File: src/rtl/sdrap_pkg.sv
package sdrap_pkg;
   typedef enum logic [1:0] {
      CMD_NOP = 2'b00,
      CMD_ACT = 2'b01,
      CMD_RD  = 2'b10,
      CMD_WR  = 2'b11
   } cmd_e;

   typedef enum logic [1:0] {
      SK_IDLE = 2'b00,
      SK_RD   = 2'b01,
      SK_WR   = 2'b10
   } slot_kind_e;
endpackage

File: src/rtl/sdrap_burst_track.sv
module sdrap_burst_track #(
   parameter int unsigned NUM_BANKS = 4,
   parameter int unsigned BURST_LEN = 4,
   localparam int unsigned BANK_W = (NUM_BANKS > 1) ? $clog2(NUM_BANKS) : 1,
   localparam int unsigned LEFT_W = $clog2(BURST_LEN + 1)
) (
   input  logic                 clk,
   input  logic                 rst_n,
   input  logic                 new_rd,
   input  logic                 new_wr,
   input  logic [BANK_W-1:0]    new_bank,
   input  logic                 new_ap,
   output logic [NUM_BANKS-1:0] fin_rd_ap,
   output logic [NUM_BANKS-1:0] fin_wr_ap,
   output logic                 rd_open,
   output logic                 open_ap
);
   logic              act_q;
   logic              wr_q;
   logic              ap_q;
   logic [BANK_W-1:0] bank_q;
   logic [LEFT_W-1:0] left_q;
   logic              issue;
   logic              end_now;

   assign issue   = new_rd | new_wr;
   // the open burst ends at this edge: cut short, or its last beat has gone
   assign end_now = act_q & (issue | (left_q == '0));
   assign rd_open = act_q & ~wr_q & (left_q != '0);
   assign open_ap = ap_q;

   always_comb begin
      fin_rd_ap = '0;
      fin_wr_ap = '0;
      if (end_now && ap_q) begin
         if (wr_q) fin_wr_ap[bank_q] = 1'b1;
         else      fin_rd_ap[bank_q] = 1'b1;
      end
   end

   always_ff @(posedge clk or negedge rst_n) begin
      if (!rst_n) begin
         act_q  <= 1'b0;
         wr_q   <= 1'b0;
         ap_q   <= 1'b0;
         bank_q <= '0;
         left_q <= '0;
      end else if (issue) begin
         act_q  <= 1'b1;
         wr_q   <= new_wr;
         ap_q   <= new_ap;
         bank_q <= new_bank;
         left_q <= LEFT_W'(BURST_LEN - 1);
      end else if (end_now) begin
         act_q  <= 1'b0;
      end else if (act_q) begin
         left_q <= left_q - 1'b1;
      end
   end


   no_ap_no_finish_chk: assert property (@(posedge clk) disable iff (!rst_n)
      (issue && !$past(issue) && !ap_q) |-> (fin_rd_ap == '0 && fin_wr_ap == '0));
endmodule

File: src/rtl/sdrap_bus_sched.sv
module sdrap_bus_sched
   import sdrap_pkg::*;
#(
   parameter int unsigned NUM_BANKS = 4,
   parameter int unsigned BURST_LEN = 4,
   parameter int unsigned CL_MAX    = 3,
   localparam int unsigned BANK_W = (NUM_BANKS > 1) ? $clog2(NUM_BANKS) : 1,
   localparam int unsigned DEPTH  = CL_MAX + BURST_LEN
) (
   input  logic              clk,
   input  logic              rst_n,
   input  logic              new_rd,
   input  logic              new_wr,
   input  logic [BANK_W-1:0] new_bank,
   input  logic [1:0]        cas_lat,
   output logic              bus_rd,
   output logic              bus_wr,
   output logic [BANK_W-1:0] bus_bank
);
   // slot j holds the owner of the data beat that belongs to edge (now + j)
   slot_kind_e        kind_q [DEPTH];
   slot_kind_e        kind_n [DEPTH];
   logic [BANK_W-1:0] bk_q   [DEPTH];
   logic [BANK_W-1:0] bk_n   [DEPTH];
   int                cl_i;

   assign cl_i = int'(cas_lat);

   always_comb begin
      for (int j = 0; j < int'(DEPTH) - 1; j++) begin
         kind_n[j] = kind_q[j+1];
         bk_n[j]   = bk_q[j+1];
      end
      kind_n[DEPTH-1] = SK_IDLE;
      bk_n[DEPTH-1]   = '0;
      for (int j = 0; j < int'(DEPTH); j++) begin
         if (new_wr) begin
            // a write owns the bus from its own edge; all else is dropped
            if (j < int'(BURST_LEN)) begin
               kind_n[j] = SK_WR;
               bk_n[j]   = new_bank;
            end else begin
               kind_n[j] = SK_IDLE;
               bk_n[j]   = '0;
            end
         end else if (new_rd) begin
            if (j < cl_i) begin
               // earlier read data still drains; write beats are cut
               if (kind_n[j] != SK_RD) begin
                  kind_n[j] = SK_IDLE;
                  bk_n[j]   = '0;
               end
            end else if (j < cl_i + int'(BURST_LEN)) begin
               kind_n[j] = SK_RD;
               bk_n[j]   = new_bank;
            end else begin
               kind_n[j] = SK_IDLE;
               bk_n[j]   = '0;
            end
         end
      end
   end

   always_ff @(posedge clk or negedge rst_n) begin
      if (!rst_n) begin
         for (int j = 0; j < int'(DEPTH); j++) begin
            kind_q[j] <= SK_IDLE;
            bk_q[j]   <= '0;
         end
      end else begin
         for (int j = 0; j < int'(DEPTH); j++) begin
            kind_q[j] <= kind_n[j];
            bk_q[j]   <= bk_n[j];
         end
      end
   end

   assign bus_rd   = (kind_q[0] == SK_RD);
   assign bus_wr   = (kind_q[0] == SK_WR);
   assign bus_bank = bk_q[0];


   wr_takes_bus_chk: assert property (@(posedge clk) disable iff (!rst_n)
      new_wr |=> (bus_wr && bus_bank == $past(new_bank)));


   rd_cuts_write_chk: assert property (@(posedge clk) disable iff (!rst_n)
      (new_rd && !new_wr) |=> !bus_wr);
endmodule

File: src/rtl/sdrap_pre_timer.sv
module sdrap_pre_timer #(
   parameter int unsigned TWR_W = 4
) (
   input  logic             clk,
   input  logic             rst_n,
   input  logic             go_now,
   input  logic             go_wr,
   input  logic [TWR_W-1:0] twr,
   output logic             pulse
);
   logic             pend_q;
   logic [TWR_W-1:0] cnt_q;
   logic [TWR_W-1:0] twr_eff;

   assign twr_eff = (twr == '0) ? TWR_W'(1) : twr;

   always_ff @(posedge clk or negedge rst_n) begin
      if (!rst_n) begin
         pend_q <= 1'b0;
         cnt_q  <= '0;
         pulse  <= 1'b0;
      end else begin
         pulse <= go_now;
         if (go_wr) begin
            pend_q <= 1'b1;
            cnt_q  <= twr_eff;
         end else if (pend_q) begin
            cnt_q <= cnt_q - 1'b1;
            if (cnt_q == TWR_W'(1)) begin
               pend_q <= 1'b0;
               pulse  <= 1'b1;
            end
         end
      end
   end


   read_pre_now_chk: assert property (@(posedge clk) disable iff (!rst_n)
      go_now |=> pulse);


   write_pre_expiry_chk: assert property (@(posedge clk) disable iff (!rst_n)
      (pend_q && cnt_q == TWR_W'(1) && !go_wr) |=> (pulse && !pend_q));
endmodule

File: src/rtl/sdrap_tracker.sv
module sdrap_tracker
   import sdrap_pkg::*;
#(
   parameter int unsigned NUM_BANKS = 4,
   parameter int unsigned BURST_LEN = 4,
   parameter int unsigned CL_MAX    = 3,
   parameter int unsigned TWR_W     = 4,
   localparam int unsigned BANK_W = (NUM_BANKS > 1) ? $clog2(NUM_BANKS) : 1
) (
   input  logic                 clk,
   input  logic                 rst_n,
   input  logic [1:0]           cmd_i,
   input  logic [BANK_W-1:0]    bank_i,
   input  logic                 ap_i,
   input  logic                 dqm_i,
   input  logic [1:0]           cas_lat_i,
   input  logic [TWR_W-1:0]     twr_i,
   output logic [NUM_BANKS-1:0] pre_start_o,
   output logic                 bus_rd_o,
   output logic                 bus_wr_o,
   output logic [BANK_W-1:0]    bus_bank_o,
   output logic                 dqm_err_o
);
   if (NUM_BANKS < 2) begin : g_bad_banks
      $error("NUM_BANKS must be at least 2");
   end
   if (BURST_LEN < 1 || BURST_LEN > 64) begin : g_bad_burst
      $error("BURST_LEN must lie in 1..64");
   end
   if (CL_MAX < 2 || CL_MAX > 3) begin : g_bad_cl
      $error("CL_MAX must be 2 or 3");
   end
   if (TWR_W < 1 || TWR_W > 8) begin : g_bad_twr
      $error("TWR_W must lie in 1..8");
   end

   logic                 is_rd;
   logic                 is_wr;
   logic                 dqm_d1;
   logic                 dqm_d2;
   logic                 rd_open;
   logic                 open_ap;
   logic                 mask_ok;
   logic [NUM_BANKS-1:0] fin_rd_ap;
   logic [NUM_BANKS-1:0] fin_wr_ap;

   assign is_rd = (cmd_i == CMD_RD);
   assign is_wr = (cmd_i == CMD_WR);

   sdrap_burst_track #(
      .NUM_BANKS(NUM_BANKS),
      .BURST_LEN(BURST_LEN)
   ) burst_i (
      .clk      (clk),
      .rst_n    (rst_n),
      .new_rd   (is_rd),
      .new_wr   (is_wr),
      .new_bank (bank_i),
      .new_ap   (ap_i),
      .fin_rd_ap(fin_rd_ap),
      .fin_wr_ap(fin_wr_ap),
      .rd_open  (rd_open),
      .open_ap  (open_ap)
   );

   sdrap_bus_sched #(
      .NUM_BANKS(NUM_BANKS),
      .BURST_LEN(BURST_LEN),
      .CL_MAX   (CL_MAX)
   ) bus_i (
      .clk     (clk),
      .rst_n   (rst_n),
      .new_rd  (is_rd),
      .new_wr  (is_wr),
      .new_bank(bank_i),
      .cas_lat (cas_lat_i),
      .bus_rd  (bus_rd_o),
      .bus_wr  (bus_wr_o),
      .bus_bank(bus_bank_o)
   );

   for (genvar b = 0; b < NUM_BANKS; b++) begin : g_bank
      sdrap_pre_timer #(
         .TWR_W(TWR_W)
      ) timer_i (
         .clk   (clk),
         .rst_n (rst_n),
         .go_now(fin_rd_ap[b]),
         .go_wr (fin_wr_ap[b]),
         .twr   (twr_i),
         .pulse (pre_start_o[b])
      );
   end

   // mask lead required ahead of a write that cuts into a read
   assign mask_ok = dqm_d1 & (~open_ap | dqm_d2);

   always_ff @(posedge clk or negedge rst_n) begin
      if (!rst_n) begin
         dqm_d1    <= 1'b0;
         dqm_d2    <= 1'b0;
         dqm_err_o <= 1'b0;
      end else begin
         dqm_d1    <= dqm_i;
         dqm_d2    <= dqm_d1;
         dqm_err_o <= is_wr & rd_open & ~mask_ok;
      end
   end


   err_only_on_write_chk: assert property (@(posedge clk) disable iff (!rst_n)
      dqm_err_o |-> $past(is_wr));


   cas_range_chk: assert property (@(posedge clk) disable iff (!rst_n)
      is_rd |-> (int'(cas_lat_i) >= 2 && int'(cas_lat_i) <= int'(CL_MAX)));


   wr_ends_read_chk: assert property (@(posedge clk) disable iff (!rst_n)
      is_wr |=> !bus_rd_o);
endmodule

File: config.mk
export PLATFORM = sky130hd
export DESIGN_NAME = sdrap_tracker
export DESIGN_NICKNAME = d
export VERILOG_FILES = /design/src/rtl/sdrap_pkg.sv /design/src/rtl/sdrap_burst_track.sv /design/src/rtl/sdrap_bus_sched.sv /design/src/rtl/sdrap_pre_timer.sv /design/src/rtl/sdrap_tracker.sv
export SDC_FILE = /design/constraint.sdc
export NUM_CORES = 1
export LEC_CHECK = 0
export BUFFER_PORTS_ARGS = -buffer_cell sky130_fd_sc_hd__buf_2
export CORE_UTILIZATION = 60
export DETAILED_ROUTE_END_ITERATION = 10
export GPL_TIMING_DRIVEN = 0
export MAX_ROUTING_LAYER = met4
export PLACE_DENSITY = 0.79
export SLEW_MARGIN = 5
export SYNTH_ARGS = -nofsm -noshare
export SYNTH_HDL_FRONTEND = slang
export SYNTH_SLANG_ARGS = --single-unit
File: constraint.sdc
create_clock -name clk -period 4.6 [get_ports clk]
set_input_delay 0.46 -clock clk [delete_from_list [all_inputs] [get_ports clk]]
set_output_delay 0.46 -clock clk [all_outputs]
set_load 0.02 [all_outputs]
=== Word-level counts from Yosys, hierarchy flattened ===
Index checks and enable logic that the tools add are counted.

* Register bits: 63
* Bits of input ports: 14
* Word-level logic and storage cells: 207

* Add/sub/neg operators: 6
* $lt $le $gt $ge: 16
* Equal/unequal tests: 15
* Multiplexer cells: 112
* Bitwise logic cells: 12
* Reduce and logical (&&, ||, !) cells: 12

{| class="wikitable"
|+ Operator list
! operator !! count
|-
| $mux 2 || 61
|-
| $lt 4x32->1 const A || 3
|-
| $lt 3x32->1 const A || 2
|-
| $mux 4 || 13
|-
| $mux 1 || 34
|-
| $lt 1x32->1 const A || 1
|-
| $lt 2x32->1 const A || 1
|-
| $eq 4x1->1 const B || 4
|-
| $sub 4x1->4 const B || 4
|-
| $ne 2x1->1 const B || 7
|-
| $reduce_bool 2->1 || 6
|-
| $lt 3x2->1 const A || 3
|-
| $mux 3 || 3
|-
| $and 1x1->1 || 6
|-
| $eq 2x2->1 const B || 3
|-
| $add 2x3->4 const B || 1
|-
| $logic_not 4->1 || 1
|-
| $lt 1x2->1 const A || 2
|-
| $lt 2x2->1 const A || 2
|-
| $logic_not 3->1 || 1
|-
| $lt 2x3->1 const B || 1
|-
| $not 1->1 || 3
|-
| $or 1x1->1 || 3
|-
| $reduce_bool 3->1 || 1
|-
| other kinds (6) || 7
|}

=== Longest topological paths before layout ===
* Word-level depth: 9
* Mapped depth: 6

=== By module ===
A second synthesis with hierarchy kept.

* Cell total of the unflattened synthesis: 255
* Area total of the unflattened synthesis: 2856.5 um2

{| class="wikitable"
|+ By module, submodules not included
! module !! instances !! cells an instance !! area an instance (um2)
|-
| sdrap_pre_timer || 4 || 29 || 322.8
|-
| sdrap_bus_sched || 1 || 89 || 1022.2
|-
| sdrap_burst_track || 1 || 42 || 435.4
|-
| sdrap_tracker || 1 || 8 || 107.6
|}

=== Least setup slack after synthesis ===
OpenSTA, ideal clock, no wires.

* Kind: reg-to-reg
* Start: register burst_i.left_q[0]
* End: register g_bank[0].timer_i.cnt_q[1]
* Arrival time: 1.403 ns
* Required time: 4.475 ns
* Slack: 3.073 ns
* Cell stages (with the launch flop): 7
* Path buffers: 1
* Period minus slack after synthesis: 1.527 ns
* Path through: dfrtp_1 -> inv_1 -> ha_1 -> nor2b_4 -> buf_6 -> o211ai_4 -> mux2_2

* Cells in the longest elaborated chain, start to end: 6
* Elaborated cells on any way between the ends: 7
* Classes of those cells: mux: 2; bitwise: 2; reduce/logical: 3

{| class="wikitable"
|+ RTL lines
! element !! line !! source
|-
| from (decl) || sdrap_burst_track.sv:22 || <nowiki>logic [LEFT_W-1:0] left_q;</nowiki>
|-
| from (signal assigned) || sdrap_burst_track.sv:53 || <nowiki>left_q <= LEFT_W'(BURST_LEN - 1);</nowiki>
|-
| from (signal assigned) || sdrap_burst_track.sv:57 || <nowiki>left_q <= left_q - 1'b1;</nowiki>
|-
| $logic_not 3->1 * || sdrap_burst_track.sv:28 || <nowiki>assign end_now = act_q & (issue | (left_q == '0));</nowiki>
|-
| $or 1x1->1 * || sdrap_burst_track.sv:28 ||
|-
| $and 1x1->1 * || sdrap_burst_track.sv:28 ||
|-
| $logic_and 1x1->1 * || sdrap_burst_track.sv:35 || <nowiki>if (end_now && ap_q) begin</nowiki>
|-
| $mux 4 * || sdrap_burst_track.sv:35 ||
|-
| $mux 4 or $reduce_bool 2->1 (tied branches) || - ||
|-
| to (signal assigned) || sdrap_pre_timer.sv:26 || <nowiki>cnt_q <= twr_eff;</nowiki>
|-
| to (signal assigned) || sdrap_pre_timer.sv:28 || <nowiki>cnt_q <= cnt_q - 1'b1;</nowiki>
|-
| to (decl) || sdrap_pre_timer.sv:12 || <nowiki>logic [TWR_W-1:0] cnt_q;</nowiki>
|}

Mark *: on every way between the ends. The rest lies on a longest branch, timed or not.
A chain may end at the register's enable or synchronous reset.

=== Worst setup path after layout ===
* Start: register burst_i.left_q[0]
* End: register g_bank[0].timer_i.cnt_q[3]

Same word-level chain as after synthesis.

==> impl_results.md <==
* Final Non-Filler Cells at 332
* Initial antenna violation count at 0
* Post-synth ARST share at 100%
* Register area share after synthesis at 51.9%
* Syn_area_per_cell at 11.9 µm²
* Cell Pwr Density at 507 nW/µm²
* WL final at 5210 µm
* Worst path bufs/invs at 2
* IO Pins at 23
* Setup violations, final at 0
* Max transition margin at 50.8%
* Status: completed
* Top-area cell type share of the netlist area at 51.9%
* Maxcap violations at 0
* CP max FO at 10
* Die X at 71.5 µm
* Slew @ Worst Pin at 738 ps
* Hpwl dp at 3650 µm
* Final Wtd Congestion at 0.774
* Worst path slowest cell: mux2_2
* Commonest non-fill, non-tap cell in the layout: dfrtp_1
* CTS Sinks at 60
* Nets at 300
* Total GRT Usage at 24.1%
* Max Slew Vio Count at 0
* ANT nets after route at 0
* Tmin final at 1700 ps
* First-pass GRT wire length at 8810 µm
* Layout cells sized above 1 at 27.1%
* Class of the worst hold path: in -> async
* Placed cells at 317
* CTS tree: yes
* Pre-Repair DR Iteration Count at 4
* CTS max path bufs at 2
* Worst-path cell chain: inv_1 -> ha_1 -> nor2b_4 -> buf_6 -> o211ai_4 -> mux2_2
* Seq cells post-synth at 60
* Worst vdd ir at 0.000317 V
* Worst-path clk slew at 60 ps
* Post-CTS setup buffers at 0
* Hold Buf Count CTS at 0
* CTS buffer count at 9
* CTS H-tree lvls at 3
* GRT overflow at 0
* Worst path arrival time at 1910 ps
* EDFF count, synth at 0
* 1st-iter DRT viols at 65
* Required time worst endpoint at 4810 ps
* Ys flop type: dfrtp_1
* Startpoint Class: flop
* Final hold violation count at 0
* Cell family with most CP delay: multiplexers
* Synthesized Nets at 268
* Clock insertion delay at the later pin of the skew report at 330 ps
* Final worst slack at 2900 ps
* Wire per inst at 15.7 µm
* Port bufs at 21
* Vias at 1887
* Most frequent cells in the layout: 60 x dfrtp_1, 24 x buf_2, 22 x inv_1, 15 x nor2_1, 15 x mux2_2
* Initial Util at 64.3%
* Layout area overhead at 11.8%
* Netlist Area Pre-Place at 2900 µm²
* Antenna Cells at 0
* RSZ-0062 raised after global routing: no
* Row cnt at 24
* Post-synth cell types at 41
* Static Leak at 1.61 nW
* Synth area leader: dfrtp_1
* Largest net degree at the start of global routing at 61
* Core box area at 4500 µm²
* Place WS at 2910 ps
* Clock skew at 3.83 ps
* Fin crit share at 36.9%
* Setup Total Neg Slack at 0 ps
* Post-CTS sizing at 0
* Crit-path max cell delay at 380 ps
* Root buffer cell: clkbuf_8
* Vias in the first global route at 1955
* Crit. End Element: flop
* Largest cells by area after synthesis: dfrtp_1 52%, mux2_2 5.8%, ha_1 4.3%
* Max Freq at 0.589 GHz
* Synth warn at 0
* DIE AREA at 5110 µm²
* DIE HEIGHT at 71.5 µm
* Kind of critical path: reg -> reg
* Mapped Cells at 244
* Vias per cell at 5.68
* Hold Slack at 194 ps
* DRC violations left at 0
-- synth_stat cells, types with 2 or more instances --
cell / count
nand2b_1: 4
mux2i_1: 9
a32o_1: 3
nor2b_1: 3
xnor2_1: 8
o2111ai_4: 2
dfrtp_1: 60
a21bo_2: 4
o211ai_4: 2
o211ai_1: 5
mux2_2: 15
o2bb2ai_1: 6
o21ai_0: 9
nor2_1: 15
a21oi_1: 4
buf_2: 4
nor4b_1: 4
o22ai_1: 3
a21o_1: 5
nand3_1: 5
inv_1: 22
ha_1: 10
xor2_1: 4
buf_4: 8
nand2_1: 14
-- through the flow --
| step | utilization [%] | total power (W) | instance area (µm²) |
|---|---|---|---|
| global placement | 68.1 | 0.00121 | 3070 |
| global route | 71.9 | 0.00176 | 3240 |
| floorplan | - | 0.00113 | 2900 |
| finish | 71.9 | 0.00164 | 3240 |
| CTS | 71.8 | 0.00166 | 3230 |
| detailed placement | 68.1 | 0.00124 | 3070 |
-- cell families after synthesis --
logic type,after synthesis,share of synthesized area (%)
compound gates,49,14.9
simple gates,54,10.3
flops,60,51.9
xor+xnor,12,3.63
buf+inv,35,6.01
fa+ha+maj,10,4.32
mux,24,8.95
-- registers in the layout (all words and copies together) (netlist names), 2 cells and up --
name and flops:
g_bank.timer_i.cnt_q 16, bus_i.bk_q 12, bus_i.kind_q 11, g_bank.timer_i.pend_q 4, g_bank.timer_i.pulse 4, burst_i.left_q 3, burst_i.bank_q 2, bus_i.bus_bank 2
-- final timing paths --
kind | cells after the start | from | slack [ps] | to
max in group asynchronous | 1 | rst_n | 3920 | g_bank[0].timer_i.cnt_q[3]$_DFFE_PN0P_
max | 6 | burst_i.left_q[0]$_DFFE_PN0P_ | 2900 | g_bank[0].timer_i.cnt_q[3]$_DFFE_PN0P_
min | 1 | rst_n | 190 | burst_i.left_q[0]$_DFFE_PN0P_
max reg2reg | 6 | burst_i.left_q[0]$_DFFE_PN0P_ | 2900 | g_bank[0].timer_i.cnt_q[3]$_DFFE_PN0P_
min in group clk | 1 | dqm_i | 230 | dqm_d1$_DFF_PN0_
min reg2reg | 0 | dqm_d1$_DFF_PN0_ | 400 | dqm_d2$_DFF_PN0_
-- where the power goes --
group / internal [W] / switching, W / total (W)
clock network: 0.000220 / 0.000186 / 0.000406
registers: 0.000654 / 0.000113 / 0.000767
logic: 0.000250 / 0.000219 / 0.000469
-- metal layers --
layer / share of wire, % / global-route usage [%] / vias to the layer above
met1: 44 / 27.4 / 938
met3: 4.1 / 9.42 / 10
li1: - / - / 899
met2: 50 / 38.2 / 40
met5: 0 / - / -
met4: 2.0 / 10.2 / 0
-- area by class of cell --
class                      count  area [µm²]
sequential                    60        1500
multi-input combinational    149        1220
buffer                        13        91.3
inverter                      22        82.6
clock inverter                 2        10.0
tap                           52        65.1
clock buffer                  13         159
fill                         321        1270
timing repair buffer          21         108
Note: power is estimated with default switching activity, not from simulation.
